[src/rtl/cksum_pkg.sv]
package cksum_pkg;
  typedef enum logic [2:0] {
    ST_IDLE,
    ST_CFG,
    ST_PROG,
    ST_UID,
    ST_DONE
  } phase_e;
endpackage

[src/rtl/cksum_seq.sv]
module cksum_seq
  import cksum_pkg::*;
#(
  parameter int ADDR_W     = 14,
  parameter int PROG_WORDS = 4096,
  parameter int UID_WORDS  = 4,
  parameter int CFG_ADDR   = 'h2007,
  parameter int UID_BASE   = 'h2000,
  parameter int IDX_W      = $clog2(PROG_WORDS)
) (
  input  logic              clk_i,
  input  logic              rst_ni,
  input  logic              start_i,
  input  logic              rd_vld_i,
  input  logic              cp_bit_i,
  output phase_e            phase_o,
  output logic [IDX_W-1:0]  idx_o,
  output logic              rd_req_o,
  output logic [ADDR_W-1:0] rd_addr_o,
  output logic              take_o,
  output logic              clr_o,
  output logic              busy_o,
  output logic              done_o
);
  localparam logic [IDX_W-1:0] PROG_LAST = IDX_W'(PROG_WORDS - 1);
  localparam logic [IDX_W-1:0] UID_LAST  = IDX_W'(UID_WORDS - 1);

  phase_e           state_q, state_d;
  logic [IDX_W-1:0] idx_q, idx_d;
  logic             prot_q, prot_d;

  assign busy_o   = (state_q == ST_CFG) || (state_q == ST_PROG) || (state_q == ST_UID);
  assign done_o   = (state_q == ST_DONE);
  assign rd_req_o = busy_o;
  assign take_o   = rd_req_o & rd_vld_i;
  assign clr_o    = (state_q == ST_IDLE) & start_i;
  assign phase_o  = state_q;
  assign idx_o    = idx_q;

  always_comb begin
    unique case (state_q)
      ST_CFG:  rd_addr_o = ADDR_W'(CFG_ADDR);
      ST_PROG: rd_addr_o = ADDR_W'(idx_q);
      ST_UID:  rd_addr_o = ADDR_W'(UID_BASE) + ADDR_W'(idx_q);
      default: rd_addr_o = '0;
    endcase
  end

  always_comb begin
    state_d = state_q;
    idx_d   = idx_q;
    prot_d  = prot_q;
    unique case (state_q)
      ST_IDLE: if (start_i) begin
        state_d = ST_CFG;
        idx_d   = '0;
      end
      ST_CFG: if (take_o) begin
        // protect bit low selects the ID packing path
        prot_d  = ~cp_bit_i;
        state_d = cp_bit_i ? ST_PROG : ST_UID;
        idx_d   = '0;
      end
      ST_PROG: if (take_o) begin
        if (idx_q == PROG_LAST) state_d = ST_DONE;
        else idx_d = idx_q + 1'b1;
      end
      ST_UID: if (take_o) begin
        if (idx_q == UID_LAST) state_d = ST_DONE;
        else idx_d = idx_q + 1'b1;
      end
      default: state_d = ST_IDLE;
    endcase
  end

  always_ff @(posedge clk_i or negedge rst_ni) begin
    if (!rst_ni) begin
      state_q <= ST_IDLE;
      idx_q   <= '0;
      prot_q  <= 1'b0;
    end else begin
      state_q <= state_d;
      idx_q   <= idx_d;
      prot_q  <= prot_d;
    end
  end


  req_hold_chk: assert property (@(posedge clk_i) disable iff (!rst_ni)
    rd_req_o && !rd_vld_i |=> rd_req_o && $stable(rd_addr_o));

  cfg_first_chk: assert property (@(posedge clk_i) disable iff (!rst_ni)
    $rose(busy_o) |-> rd_addr_o == ADDR_W'(CFG_ADDR));

  prog_last_chk: assert property (@(posedge clk_i) disable iff (!rst_ni)
    done_o && !prot_q |-> $past(rd_addr_o) == ADDR_W'(PROG_WORDS - 1));

  uid_last_chk: assert property (@(posedge clk_i) disable iff (!rst_ni)
    done_o && prot_q |-> $past(rd_addr_o) == ADDR_W'(UID_BASE + UID_WORDS - 1));

  done_pulse_chk: assert property (@(posedge clk_i) disable iff (!rst_ni)
    done_o |=> !done_o);

  done_after_busy_chk: assert property (@(posedge clk_i) disable iff (!rst_ni)
    $rose(done_o) |-> $past(busy_o));
endmodule

[src/rtl/cksum_term.sv]
module cksum_term
  import cksum_pkg::*;
#(
  parameter int DATA_W    = 14,
  parameter int SUM_W     = 16,
  parameter int NIB_W     = 4,
  parameter int UID_WORDS = 4,
  parameter int CFG_MASK  = 'h2D78,
  parameter int SEL_W     = $clog2(UID_WORDS)
) (
  input  phase_e            phase_i,
  input  logic [SEL_W-1:0]  sel_i,
  input  logic [DATA_W-1:0] data_i,
  output logic [SUM_W-1:0]  term_o
);
  logic [SUM_W-1:0] slot [UID_WORDS];

  // first ID lands in the top nibble, last in the bottom
  for (genvar g = 0; g < UID_WORDS; g++) begin : g_slot
    assign slot[g] = SUM_W'(data_i[NIB_W-1:0]) << (NIB_W * (UID_WORDS - 1 - g));
  end

  always_comb begin
    unique case (phase_i)
      ST_CFG:  term_o = SUM_W'(data_i) & SUM_W'(CFG_MASK);
      ST_PROG: term_o = SUM_W'(data_i);
      ST_UID:  term_o = slot[sel_i];
      default: term_o = '0;
    endcase
  end
endmodule

[src/rtl/cksum_acc.sv]
module cksum_acc #(
  parameter int SUM_W = 16
) (
  input  logic             clk_i,
  input  logic             rst_ni,
  input  logic             clr_i,
  input  logic             add_i,
  input  logic [SUM_W-1:0] term_i,
  output logic [SUM_W-1:0] acc_o
);
  // wraps modulo 2^SUM_W
  always_ff @(posedge clk_i or negedge rst_ni) begin
    if (!rst_ni)    acc_o <= '0;
    else if (clr_i) acc_o <= '0;
    else if (add_i) acc_o <= acc_o + term_i;
  end
endmodule

[src/rtl/cksum_engine.sv]
module cksum_engine
  import cksum_pkg::*;
#(
  parameter int DATA_W     = 14,
  parameter int SUM_W      = 16,
  parameter int ADDR_W     = 14,
  parameter int PROG_WORDS = 4096,
  parameter int UID_WORDS  = 4,
  parameter int NIB_W      = 4,
  parameter int CFG_ADDR   = 'h2007,
  parameter int UID_BASE   = 'h2000,
  parameter int CFG_MASK   = 'h2D78,
  parameter int CP_BIT     = 6
) (
  input  logic              clk_i,
  input  logic              rst_ni,
  input  logic              start_i,
  output logic              busy_o,
  output logic              done_o,
  output logic [SUM_W-1:0]  result_o,
  output logic              rd_req_o,
  output logic [ADDR_W-1:0] rd_addr_o,
  input  logic              rd_vld_i,
  input  logic [DATA_W-1:0] rd_data_i
);
  localparam int IDX_W = $clog2(PROG_WORDS);
  localparam int SEL_W = $clog2(UID_WORDS);

  phase_e           phase;
  logic [IDX_W-1:0] idx;
  logic             take, clr;
  logic [SUM_W-1:0] term;

  cksum_seq #(
    .ADDR_W(ADDR_W), .PROG_WORDS(PROG_WORDS), .UID_WORDS(UID_WORDS),
    .CFG_ADDR(CFG_ADDR), .UID_BASE(UID_BASE), .IDX_W(IDX_W)
  ) u_seq (
    .clk_i(clk_i), .rst_ni(rst_ni), .start_i(start_i), .rd_vld_i(rd_vld_i),
    .cp_bit_i(rd_data_i[CP_BIT]), .phase_o(phase), .idx_o(idx),
    .rd_req_o(rd_req_o), .rd_addr_o(rd_addr_o), .take_o(take), .clr_o(clr),
    .busy_o(busy_o), .done_o(done_o)
  );

  cksum_term #(
    .DATA_W(DATA_W), .SUM_W(SUM_W), .NIB_W(NIB_W), .UID_WORDS(UID_WORDS),
    .CFG_MASK(CFG_MASK), .SEL_W(SEL_W)
  ) u_term (
    .phase_i(phase), .sel_i(idx[SEL_W-1:0]), .data_i(rd_data_i), .term_o(term)
  );

  cksum_acc #(.SUM_W(SUM_W)) u_acc (
    .clk_i(clk_i), .rst_ni(rst_ni), .clr_i(clr), .add_i(take),
    .term_i(term), .acc_o(result_o)
  );


  result_hold_chk: assert property (@(posedge clk_i) disable iff (!rst_ni)
    done_o |=> $stable(result_o));
endmodule

[config.mk]
export PLATFORM = sky130hd
export DESIGN_NAME = cksum_engine
export DESIGN_NICKNAME = d
export VERILOG_FILES = /design/src/rtl/cksum_pkg.sv /design/src/rtl/cksum_seq.sv /design/src/rtl/cksum_term.sv /design/src/rtl/cksum_acc.sv /design/src/rtl/cksum_engine.sv
export SDC_FILE = /design/constraint.sdc
export NUM_CORES = 1
export LEC_CHECK = 0
export ABC_AREA = 1
export CORE_ASPECT_RATIO = 0.8
export CORE_MARGIN = 10
export CORE_UTILIZATION = 25
export DETAILED_ROUTE_END_ITERATION = 16
export PLACE_DENSITY_LB_ADDON = 0.15
export SYNTH_ARGS = -nofsm -noshare
export SYNTH_HDL_FRONTEND = slang
export SYNTH_HIERARCHICAL = 1
export SYNTH_SLANG_ARGS = --single-unit
[constraint.sdc]
create_clock -name clk_i -period 6.5 [get_ports clk_i]
set_input_delay 0.65 -clock clk_i [delete_from_list [all_inputs] [get_ports clk_i]]
set_output_delay 0.65 -clock clk_i [all_outputs]
set_load 0.01 [all_outputs]
==> results by group <==
Hold path
  – HP Class: register to register
  – Hold Crit Start: u_acc/acc_o[9]

Timing
  – Worst hold slack: 511 ps
  – Clk_skew: 3.46 ps
  – Final setup fails: 0
  – Final Cycle Share: 0.474
  – Fmax: 324 MHz
  – RSZ-0062 raised after global routing: false
  – Setup TNS: 0 ps
  – Max-slew violation count: 0
  – Least-Margin Pin Slew: 654 ps
  – Rel. slew slack: 0.564
  – Final hold vios: 0
  – Tmin final: just over 3000 ps

Floorplanning
  – Ports: 51
  – FP Rows: 37
  – Die W: 148 um
  – Die Ht: around 120 um
  – CORE AREA: 12800 um^2
  – Starting Density: 0.255
  – Die area: 18100 um^2

Synth
  – Synthesized area: roughly 3300 um^2
  – Synth area leader: dfrtp_1
  – Mapped Cells: 524
  – Register area share after synthesis: 0.237
  – Synth top area share: 0.237
  – Largest cells by area after synthesis: dfrtp_1 24%, nand2_1 21%, nor2_1 7.9%, inv_1 7.1%, ha_1 6.1%
  – Count of different cell masters after synthesis: 35
  – #FFs+latches synth: 31
  – Mapped Avg Cell Area: between 6 and 7 um^2
  – Syn Nets: 559
  – Yosys warns: 6

Clock network
  – CTS tree: done
  – H-tree Lvls: 2
  – Bufs on Longest Clock Path: 2
  – CTS root buf: clkbuf_16
  – Post-CTS setup buffers: 0
  – Cts hold-fix bufs: 0
  – Clk sinks: 31
  – CTS Buf Count: 5
  – Clk_lat worst skew: 280 ps
  – CTS resizes: 0
  – CTS clk-pin slew, worst paths: 60 ps

Detailed routing
  – Drt first pass iters: 5
  – Starting DRT DRC Count: 236
  – Remaining DRCs: 0
  – Via density: roughly 4.4
  – ANT nets after route: 0
  – Routed WL per cell: 13.6 um
  – WL final: between 10000 and 15000 um
  – Vias post-DR: 3281

Placed design
  – Gpl congestion: 0.836
  – Placed cell count: 738
  – Hpwl dp: 7860 um
  – Area after DPL: 3890 um^2
  – Buffers on Ports: 49

GRT
  – Antenna violations before repair: 0
  – Vias in the first global route: 3035
  – Global Route Usage Sum: 0.113
  – Largest net degree at the start of global routing: 32
  – Overflow after GRT: 0
  – First-pass GRT wire length: 16500 um

Setup path
  – Req. time, crit path: 5850 ps
  – Crit end category: output pin
  – Arrival time of the worst setup path: 2430 ps
  – Critical path type: register to output pin
  – Slowest stage delay, CP: 760 ps
  – Worst-path maximum fanout: 24
  – Critical Path Start Type: register
  – RR Startpoint: u_seq/phase_o[1]
  – Top delay family on crit path: flip-flops
  – Crit path max-delay cell type: dfrtp_1
  – CP Cell Sequence: nand2_2, o21ai_0, clkdlybuf4s50_1
  – CP Launch Point: u_seq/phase_o[1]
  – WP buf/inv: 1

Power
  – Switching Share: 0.445
  – P_sw: between 600 and 700 uW
  – P_int: approximately 770 uW
  – Combinational group share of total power: 0.548
  – Max VDD drop: approximately 0.11 mV
  – Pleak: ~2.1 nW
  – Clk pwr share: 0.206
  – Flop pwr share: 0.246
  – Cell Pwr Density: 340 nW/um^2

Cells and area
  – Layout area overhead: 24.2%
  – Ant diodes: 0
  – Finished Cell Area: 4060 um^2
  – Share of cells above drive strength 1: 0.124
  – Non-Filler Instances: between 700 and 800
  – Nets: between 600 and 700

Run
  – Number of max-cap violations: 0

Run status
  – Outcome: complete, no violations
## kinds of logic after synthesis
family | count (synthesis) | share of synthesized area
fa+ha+maj | 17 | 0.0673
xor+xnor | 5 | 0.0134
compound gates | 25 | 0.0417
flops | 31 | 0.237
simple gates | 362 | 0.523
buf+inv | 83 | 0.117
other cells | 1 | 0.00115
## area by class of cell
cell class,count,area (um^2)
clock inverter,2,35.0
multi-input combinational,410,2110
fill,1403,8760
sequential,31,776
timing repair buffer,52,513
tap,175,219
inverter,70,268
clock buffer,6,139
## Yosys cell counts, drive strengths merged
cell	instances
xor2	5
ha	16
nand3b	3
inv	70
conb	1
dfrtp	31
nor2	79
a22o	1
or2	2
nand4	21
nand2	208
a21oi	13
nand3	40
nor3	8
and2	1
o21ai	11
buf	13
fa	1
## final timing paths
path / to / slack [ps] / cells after the start
hold reg to reg: u_acc/acc_o[9] / 510 / 2
hold / removal: u_acc/acc_o[9] / 510 / 2
setup / recovery: rd_addr_o[0] / 3420 / 3
min in group asynchronous: u_seq/idx_o[9] / 790 / 2
setup reg to reg: u_acc/acc_o[12] / 3700 / 15
max in group asynchronous: u_acc/acc_o[13] / 5370 / 2
## through the flow
step,power [mW],util,setup slack [ps]
3_3_place_gp,1.10,0.303,3610
6_report,1.38,0.317,3420
3_5_place_dp,1.10,0.303,3580
4_1_cts,1.40,0.317,3350
2_1_floorplan,0.820,-,4190
5_1_grt,1.52,0.317,3230
## power groups by stage
| stage | clock, mW | combinational, mW | sequential, mW |
|---|---|---|---|
| finish | 0.284 | 0.757 | 0.340 |
| global placement | 0 | 0.758 | 0.342 |
| CTS | 0.293 | 0.761 | 0.342 |
| global route | 0.302 | 0.862 | 0.353 |
| detailed placement | 0 | 0.756 | 0.344 |
| floorplan | 0 | 0.486 | 0.333 |
## flip-flops by register name, indices dropped and copies added (netlist names)
register	count
u_seq/phase_o	3
u_seq/idx_o	12
u_acc/acc_o	16
## layer usage
layer / up-vias / GRT usage / part of all wire
met4: 0 / 0.0204 / 0.0060
met3: 4 / 0.0221 / 0.039
li1: 1731 / - / -
met2: 61 / 0.160 / 0.40
met5: - / 0 / 0
met1: 1485 / 0.172 / 0.55
## layout by cell type, fill, tap and decap left out, types with 2 or more instances in the layout
cell             synthesis  routed
inv_1                   62      62
buf_4                    4       3
a21oi_1                 11      11
o21ai_1                  3       3
nor3_1                   3       3
nand2_1                182     182
nand3b_1                 3       3
nand3_2                  7       7
a21oi_2                  2       2
nor3_2                   5       5
xor2_1                   5       5
nand3_1                 33      33
o21ai_0                  8       8
nor2_2                   4       4
clkbuf_16                0       5
dfrtp_1                 31      31
clkdlybuf4s50_1          0      49
nand2_4                  3       3
nor2_1                  69      69
nand4_1                 20      20
nand2_2                 23      23
inv_2                    7       7
nor2_4                   5       5
ha_1                    16      16
## tightest hold or removal path, cell delays in order, from the launching register on
cell,delay [ps]
dfrtp_1,370
nand2_1,60
nand2_1,50
(Power assumes the default switching activity.)
